<file path="src/rtl/pt_walker_pkg.sv">
package pt_walker_pkg;

  // Flag positions inside an entry
  localparam int FL_PRESENT = 0;
  localparam int FL_WRITE   = 1;
  localparam int FL_USER    = 2;
  localparam int FL_ACCESS  = 5;
  localparam int FL_DIRTY   = 6;

  // Fault code bit positions
  localparam int FC_PRESENT = 0;
  localparam int FC_WRITE   = 1;
  localparam int FC_USER    = 2;
  localparam int FC_LEVEL   = 3;
  localparam int FC_W       = 4;

  typedef enum logic [3:0] {
    ST_IDLE,
    ST_DIR_RD,
    ST_DIR_WAIT,
    ST_DIR_CHK,
    ST_DIR_WB,
    ST_TBL_RD,
    ST_TBL_WAIT,
    ST_TBL_CHK,
    ST_TBL_WB,
    ST_DONE
  } walk_state_e;

endpackage

</file>
<file path="src/rtl/pt_entry_addr.sv">
module pt_entry_addr #(
  parameter int ADDR_W = 32,
  parameter int OFF_W  = 12,
  parameter int IDX_W  = 10
) (
  input  logic [ADDR_W-OFF_W-1:0] frame,
  input  logic [IDX_W-1:0]        index,
  output logic [ADDR_W-1:0]       addr
);
  // entries are packed words; the low bits give the byte offset of a word
  localparam int BYTE_W = OFF_W - IDX_W;

  assign addr = {frame, index, {BYTE_W{1'b0}}};
endmodule

</file>
<file path="src/rtl/pt_entry_check.sv">
module pt_entry_check
  import pt_walker_pkg::*;
#(
  parameter int  ENT_W = 32,
  parameter bit  LEAF  = 1'b0
) (
  input  logic [ENT_W-1:0] entry,
  input  logic             is_write,
  input  logic             is_user,
  output logic             fault,
  output logic [ENT_W-1:0] updated,
  output logic             changed
);
  logic no_user, no_write;

  assign no_user  = is_user && !entry[FL_USER];
  assign no_write = is_user && is_write && !entry[FL_WRITE];
  assign fault    = !entry[FL_PRESENT] || no_user || no_write;

  generate
    if (LEAF) begin : g_leaf
      always_comb begin
        updated = entry;
        updated[FL_ACCESS] = 1'b1;
        if (is_write) updated[FL_DIRTY] = 1'b1;
      end
    end else begin : g_upper
      always_comb begin
        updated = entry;
        updated[FL_ACCESS] = 1'b1;
      end
    end
  endgenerate

  assign changed = (updated != entry);
endmodule

</file>
<file path="src/rtl/pt_walker.sv">
module pt_walker
  import pt_walker_pkg::*;
#(
  parameter int ADDR_W    = 32,
  parameter int OFF_W     = 12,
  parameter int DIR_IDX_W = 10,
  parameter int TBL_IDX_W = 10
) (
  input  logic              clk,
  input  logic              rst_n,
  input  logic [ADDR_W-1:0] dir_base,
  input  logic              walk_valid,
  output logic              walk_ready,
  input  logic [ADDR_W-1:0] walk_va,
  input  logic              walk_write,
  input  logic              walk_user,
  output logic              mem_valid,
  input  logic              mem_ready,
  output logic              mem_we,
  output logic [ADDR_W-1:0] mem_addr,
  output logic [ADDR_W-1:0] mem_wdata,
  input  logic              rdata_valid,
  input  logic [ADDR_W-1:0] rdata,
  output logic              done_valid,
  input  logic              done_ready,
  output logic              done_fault,
  output logic [FC_W-1:0]   done_code,
  output logic [ADDR_W-1:0] done_addr
);
  localparam int FRAME_W = ADDR_W - OFF_W;
  localparam int TBL_LO  = OFF_W;
  localparam int DIR_LO  = OFF_W + TBL_IDX_W;

  walk_state_e            state;
  logic [ADDR_W-1:0]      va_q;
  logic                   wr_q, us_q;
  logic [FRAME_W-1:0]     base_q, tbase_q;
  logic [ADDR_W-1:0]      ent_q;
  logic                   flt_q;
  logic [FC_W-1:0]        code_q;

  logic [ADDR_W-1:0]      dir_addr, tbl_addr;
  logic                   dir_fault, dir_chg, tbl_fault, tbl_chg;
  logic [ADDR_W-1:0]      dir_upd, tbl_upd;

  pt_entry_addr #(.ADDR_W(ADDR_W), .OFF_W(OFF_W), .IDX_W(DIR_IDX_W)) u_dir_addr (
    .frame (base_q),
    .index (va_q[DIR_LO +: DIR_IDX_W]),
    .addr  (dir_addr)
  );

  pt_entry_addr #(.ADDR_W(ADDR_W), .OFF_W(OFF_W), .IDX_W(TBL_IDX_W)) u_tbl_addr (
    .frame (tbase_q),
    .index (va_q[TBL_LO +: TBL_IDX_W]),
    .addr  (tbl_addr)
  );

  pt_entry_check #(.ENT_W(ADDR_W), .LEAF(1'b0)) u_dir_chk (
    .entry    (ent_q),
    .is_write (wr_q),
    .is_user  (us_q),
    .fault    (dir_fault),
    .updated  (dir_upd),
    .changed  (dir_chg)
  );

  pt_entry_check #(.ENT_W(ADDR_W), .LEAF(1'b1)) u_tbl_chk (
    .entry    (ent_q),
    .is_write (wr_q),
    .is_user  (us_q),
    .fault    (tbl_fault),
    .updated  (tbl_upd),
    .changed  (tbl_chg)
  );

  always_ff @(posedge clk) begin
    if (!rst_n) begin
      state   <= ST_IDLE;
      va_q    <= '0;
      wr_q    <= 1'b0;
      us_q    <= 1'b0;
      base_q  <= '0;
      tbase_q <= '0;
      ent_q   <= '0;
      flt_q   <= 1'b0;
      code_q  <= '0;
    end else begin
      case (state)
        ST_IDLE: if (walk_valid) begin
          va_q   <= walk_va;
          wr_q   <= walk_write;
          us_q   <= walk_user;
          base_q <= dir_base[ADDR_W-1:OFF_W];
          flt_q  <= 1'b0;
          code_q <= '0;
          state  <= ST_DIR_RD;
        end
        ST_DIR_RD:   if (mem_ready) state <= ST_DIR_WAIT;
        ST_DIR_WAIT: if (rdata_valid) begin
          ent_q <= rdata;
          state <= ST_DIR_CHK;
        end
        ST_DIR_CHK: begin
          if (dir_fault) begin
            flt_q  <= 1'b1;
            code_q <= {1'b0, us_q, wr_q, ent_q[FL_PRESENT]};
            state  <= ST_DONE;
          end else begin
            tbase_q <= ent_q[ADDR_W-1:OFF_W];
            if (dir_chg) begin
              ent_q <= dir_upd;
              state <= ST_DIR_WB;
            end else begin
              state <= ST_TBL_RD;
            end
          end
        end
        ST_DIR_WB:   if (mem_ready) state <= ST_TBL_RD;
        ST_TBL_RD:   if (mem_ready) state <= ST_TBL_WAIT;
        ST_TBL_WAIT: if (rdata_valid) begin
          ent_q <= rdata;
          state <= ST_TBL_CHK;
        end
        ST_TBL_CHK: begin
          if (tbl_fault) begin
            flt_q  <= 1'b1;
            code_q <= {1'b1, us_q, wr_q, ent_q[FL_PRESENT]};
            state  <= ST_DONE;
          end else if (tbl_chg) begin
            ent_q <= tbl_upd;
            state <= ST_TBL_WB;
          end else begin
            state <= ST_DONE;
          end
        end
        ST_TBL_WB: if (mem_ready) state <= ST_DONE;
        ST_DONE:   if (done_ready) state <= ST_IDLE;
        default:   state <= ST_IDLE;
      endcase
    end
  end

  assign walk_ready = (state == ST_IDLE);
  assign mem_valid  = (state == ST_DIR_RD) || (state == ST_DIR_WB) ||
                      (state == ST_TBL_RD) || (state == ST_TBL_WB);
  assign mem_we     = (state == ST_DIR_WB) || (state == ST_TBL_WB);
  assign mem_addr   = ((state == ST_DIR_RD) || (state == ST_DIR_WB)) ? dir_addr : tbl_addr;
  assign mem_wdata  = ent_q;

  assign done_valid = (state == ST_DONE);
  assign done_fault = flt_q;
  assign done_code  = flt_q ? code_q : '0;
  assign done_addr  = flt_q ? '0 : {ent_q[ADDR_W-1:OFF_W], va_q[OFF_W-1:0]};
endmodule

</file>
<file path="config.mk">
export PLATFORM = sky130hd
export DESIGN_NAME = pt_walker
export DESIGN_NICKNAME = d
export VERILOG_FILES = /design/src/rtl/pt_walker_pkg.sv /design/src/rtl/pt_entry_addr.sv /design/src/rtl/pt_entry_check.sv /design/src/rtl/pt_walker.sv
export SDC_FILE = /design/constraint.sdc
export NUM_CORES = 1
export LEC_CHECK = 0
export CAP_MARGIN = 0
export CORE_MARGIN = 3
export CORE_UTILIZATION = 41
export DETAILED_ROUTE_END_ITERATION = 10
export DONT_BUFFER_PORTS = 1
export MAX_ROUTING_LAYER = met4
export PLACE_DENSITY = 0.61
export SYNTH_ARGS = -nofsm -noshare
export SYNTH_HDL_FRONTEND = slang
export SYNTH_HIERARCHICAL = 1
export SYNTH_SLANG_ARGS = --single-unit
</file>
<file path="constraint.sdc">
create_clock -name clk -period 1.7 [get_ports clk]
set_input_delay 0.34 -clock clk [delete_from_list [all_inputs] [get_ports clk]]
set_output_delay 0.34 -clock clk [all_outputs]
set_load 0.05 [all_outputs]
</file>
## Word level (Yosys, flattened, before mapping)

Cells that the tools add are included.
Widths: inputs -> output; s select.

| storage, ports and cells | value |
|---|---|
| bits in read-only memories | 0 |
| register bits | 115 |
| RAM bits | 0 |
| output and inout port bits | 105 |
| bits of input ports | 104 |
| bits in latches | 0 |
| memories | 0 |

| cells by class | value |
|---|---|
| shift operators | 0 |
| eq/ne operators | 25 |
| add/subtract/negate cells | 0 |
| magnitude comparators | 0 |
| bitwise logic cells | 3 |
| multipliers | 0 |
| divide/modulo/power cells | 0 |
| reductions and logical operators | 27 |
| muxes and demuxes | 29 |

Operators by type and width:

| kind | count |
|---|---|
| $mux 32 | 3 |
| $pmux 32 s3 | 1 |
| $mux 4 | 13 |
| $pmux 4 s10 | 1 |
| $ne 2x2->1 const B | 12 |
| $eq 4x3->1 const B | 4 |
| $mux 7 | 2 |
| $pmux 4 s3 | 1 |
| $reduce_and 5->1 | 2 |
| $eq 4x2->1 const B | 2 |
| $eq 4x4->1 const B | 2 |
| $reduce_and 4->1 | 2 |
| $reduce_and 8->1 | 1 |
| $logic_or 1x1->1 | 6 |
| $mux 1 | 6 |
| $mux 6 | 1 |
| $ne 2x1->1 const B | 3 |
| $reduce_bool 3->1 | 2 |
| $eq 4x1->1 const B | 1 |
| $logic_not 4->1 | 1 |
| $reduce_and 2->1 | 2 |
| $reduce_bool 2->1 | 2 |
| $reduce_or 2->1 | 2 |
| $logic_and 1x1->1 | 3 |
| 5 further kinds | 9 |

## Longest topological paths before layout

| logic depth | value |
|---|---|
| depth after elaboration | 6 |
| gate-level depth with buffers | 7 |
| depth with buffers taken out | 6 |

## Modules after synthesis

Netlist, hierarchy kept.

Modules (own cells, without submodules):

| module | cells an instance | area each (um2) | times used |
|---|---|---|---|
| pt_walker | 659 | 5429.0 | 1 |
| pt_entry_addr | 33 | 244.0 | 2 |
| pt_entry_check (u_tbl_chk) | 38 | 274.0 | 1 |
| pt_entry_check (u_dir_chk) | 37 | 270.3 | 1 |

## Least setup slack after synthesis

Ideal clock, no wire load.

| timing | value |
|---|---|
| kind | flip-flop to flip-flop |
| start point | register mem_wdata[0] (netlist name) |
| end point | register ent_q[10] (netlist: mem_wdata[10]) |
| stages on the path, launching flop included | 6 |
| clock period less this slack | 2306 ps |
| slack | -606 ps |
| data arrival time | 2181 ps |
| path through | dfxtp_1 > o221ai_2 > or3b_1 > a311oi_4 > buf_2 > a31oi_1 |

RTL lines:

| item | line | text |
|---|---|---|
| end signal: assignment | pt_walker.sv:100 | `ent_q <= rdata;` |
| end signal: assignment | pt_walker.sv:111 | `ent_q <= dir_upd;` |
| end signal: assignment | pt_walker.sv:121 | `ent_q <= rdata;` |
| end: declaration | pt_walker.sv:38 | `logic [ADDR_W-1:0] ent_q;` |

## Worst setup path after layout

| timing | value |
|---|---|
| start point | register state[0] |
| end point | output mem_addr[20] |

| between the ends | value |
|---|---|
| longest elaborated chain between the ends | 3 |
| elaborated cells on any way between the ends | 4 |

RTL lines:

| item | line | text |
|---|---|---|
| start: declaration | pt_walker.sv:34 | `walk_state_e state;` |
| start signal: assignment | pt_walker.sv:78 | `state <= ST_IDLE;` |
| start signal: assignment | pt_walker.sv:96 | `state <= ST_DIR_RD;` |
| start signal: assignment | pt_walker.sv:98 | `ST_DIR_RD: if (mem_ready) state <= ST_DIR_WAIT;` |
| $eq 4x1->1 / $eq 4x3->1 (equally long branches) | pt_walker.sv:147 | `assign mem_addr = ((state == ST_DIR_RD) \|\| (state == ST_DIR_WB)) ? dir_addr : tbl_addr;` |
| $logic_or 1x1->1 (*) | pt_walker.sv:147 |  |
| $mux 32 (*) | pt_walker.sv:147 |  |
| end: declaration | pt_walker.sv:20 | `output logic [ADDR_W-1:0] mem_addr,` |

Mark *: on every way between the ends. The rest lies on a longest branch, timed or not.

==> results.py <==
metrics = {
    "clock_network": {
        "root_buffer": "clkbuf_16",
        "tritoncts": "built",
        "clk_latency_ps": 420,
        "clk_pin_slew_ps": 50,
        "clock-sinks": 115,
        "clockBufferDepth": 2,
        "cts_buffers": 17,
        "htree_num_levels": 4,
        "hold_buffers": 0,
    },
    "floorplan": {
        "fp.dieW_um": 131.5,
        "initial_core_util_pct": 42.19,
        "fp.dieH_um": 131.5,
        "dieArea_mm2": 0.01730,
        "placementRows": 45,
        "io_pins": 209,
        "coreArea_mm2": 0.01531,
    },
    "placement": {
        "place.port_buffers": 0,
        "dpl.cell_count": 920,
        "hpwlAfterDp_um": 11380,
        "pre_cts_slack_ps": -263.1,
        "gp_congestion": 0.8389,
    },
    "grt": {
        "grt_pass1_vias": 5327,
        "grt.total_usage_pct": 22.90,
        "grt_pass1_wl_um": 30270,
        "overflow": 0,
        "antenna_found_initial": 0,
        "grt_max_degree": 117,
    },
    "worst_setup_path": {
        "crit_path_top_delay_cell": "mux2_4",
        "cp_data_arrival_time_ps": 1870,
        "path_class": "flop to output pin",
        "cpPeakStageDelay_ps": 400,
        "cp_max_fo": 16,
        "crit_chain": "xnor2_1 > or3_4 > buf_12 > mux2_4",
        "start_kind": "flop",
        "worstPathRequired_ps": 1360,
        "endpoint_kind": "output pin",
        "crit_family": "multiplexers",
        "worst-path-buf-inv": 1,
    },
    "synthesis": {
        "synth_ff_type": "dfxtp_1",
        "synth_area_leaders": "dfxtp_1, buf_4, nand2_1",
        "syn_area_per_cell_um2": 8.076,
        "synth_top_area_share_pct": 35.63,
        "synthCells": 800,
        "ys_seq_elements": 115,
        "yosysWarnings": 6,
        "ys_seq_area_share_pct": 35.63,
        "syn_area_mm2": 0.006461,
        "yosys.cell_types.count": 43,
        "synth_top_cell_by_area": "dfxtp_1",
        "synth_edf_count": 0,
        "async_flop_share_pct": 0,
    },
    "drt": {
        "drtPass1Iterations": 4,
        "vias": 5322,
        "finalWirelength_um": 20940,
        "wire_per_inst_um": 20.98,
        "vias_per_cell": 5.333,
        "drc": 0,
        "postRouteAntennaNets": 0,
        "drtIter0Drc": 270,
    },
    "sta": {
        "slew_headroom_pct": 59.50,
        "setup_viol": 103,
        "finClkSkew_ps": 9.778,
        "rsz0062_at_grt": "yes",
        "hold_viol": 0,
        "finalCritPeriodShare_pct": 130.2,
        "max_freq_mhz": 451.9,
        "worst_pin_slew_ps": 606.7,
        "slew_viol_final": 0,
        "period_minus_slack_ps": 2213,
        "layout_setup_ws_ps": -512.7,
    },
    "power_and_ir_drop": {
        "leakagePower_uw": 0.003436,
        "ir_drop_mv": 0.7294,
        "powerDensity_mw_per_mm2": 1654,
    },
    "finish": {
        "syn_to_final_growth_pct": 38.25,
        "seq_area_mm2": 0.002328,
        "nets": 878,
        "fin_cells": 998,
        "multi_input_area_mm2": 0.003829,
        "final_cell_mix": "nand2_1, dfxtp_1, a21boi_1",
        "drive_above_1_share_pct": 46.12,
        "antenna_cells": 0,
        "fin_util_pct": 58.33,
        "final_common_cell": "nand2_1",
        "fillers": 1255,
    },
    "job": {
        "cap_viol_max_count": 0,
    },
    "run_status": {
        "violations": "negative setup slack",
        "status": "finished, violations left",
    },
    "min_path": {
        "hold_path_class": "input port to flop",
    },
}
[area by class of cell]
class	instances	area share [%]
multi-input cells	498	42.86
flip-flops and latches	115	26.07
repair buffers	138	21.28
clock buffers	20	5.239
well taps	211	2.956
clock inverters	12	1.429
inverters	4	0.1681
[power by group]
part,internal [µW],total (µW),switching [µW]
logic,3220,7620,4390
clock network,2280,3600,1320
registers,3140,3560,422
total,8640,14800,6130
[layer usage]
metal	part of all wire [%]	wire length, µm	GRT usage, %
met1	44	9156	27.96
met2	49	10280	36.56
met3	5.6	1178	6.317
met4	1.6	328	7.935
met5	0	0	-
[cells in the mapped netlist, types with 2 or more instances]
master    count
a21boi_0     75
a21boi_1      3
a22oi_1      32
a31oi_1      33
and2_1        5
and3_1        2
and3b_1       4
buf_2        10
buf_4       127
buf_6         3
clkbuf_1     44
conb_1        4
dfxtp_1     115
inv_1         4
mux2_1        2
mux2_2       30
mux2i_1       2
nand2_1     187
nand2b_1      6
nand3_1       4
nand4_1       4
nand4b_1      2
nor2_1        9
nor2b_1      32
nor3_1        2
nor3b_1       2
o21ai_0       9
o21ai_1      29
o221ai_2      2
or3_1         3
xnor2_1       2
[flip-flops by register name, summed over array words and instances (netlist names)]
signal	flops
va_q	32
done_fault	1
state	4
us_q	1
mem_wdata	32
code_q	4
wr_q	1
tbase_q	20
base_q	20
[timing repair]
| item | in CTS | in global routing |
|---|---|---|
| gates cloned | 17 | 7 |
| setup endpoints to repair | 116 | 166 |
| pin swaps | 19 | 33 |
| setup buffers | 26 | 3 |
| gates resized for setup | 115 | 206 |
[path summary, 6_finish.rpt]
kind                            startpoint       endpoint  slack (ps)  cells after the start
worst max-delay path              state[0]   mem_addr[20]        -510                      4
worst max register to register        us_q  mem_wdata[18]        -200                      9
worst min-delay path                 rst_n   mem_wdata[0]          30                      2
worst min register to register     va_q[5]        va_q[5]         450                      2
[stage by stage]
stage,cell area (µm²),TNS (ps),total power [µW],hold WS [ps]
3_3_place_gp,6670,-9305,8740,447.1
5_1_grt,8932,-30770,15380,27.06
4_1_cts,8240,-25260,14120,20.33
6_report,8932,-22930,14780,28.68
2_1_floorplan,6689,-11480,8140,438.9
3_5_place_dp,6670,-12750,8903,454.2
[cell families (layout without fill, tap and decap cells)]
logic type             count (synthesis)  after routing  share of synthesized area, %
AO/OA/AOI/OAI                        189            189                         20.49
flip-flops                           115            115                         35.63
buffers and inverters                189            174                         18.90
XOR/XNOR                               2              2                        0.2712
other                                  4              6                        0.2323
multiplexers                          34             34                         5.887
AND/OR/NAND/NOR                      267            267                         18.59
Note: power is estimated with default switching activity, not from simulation.
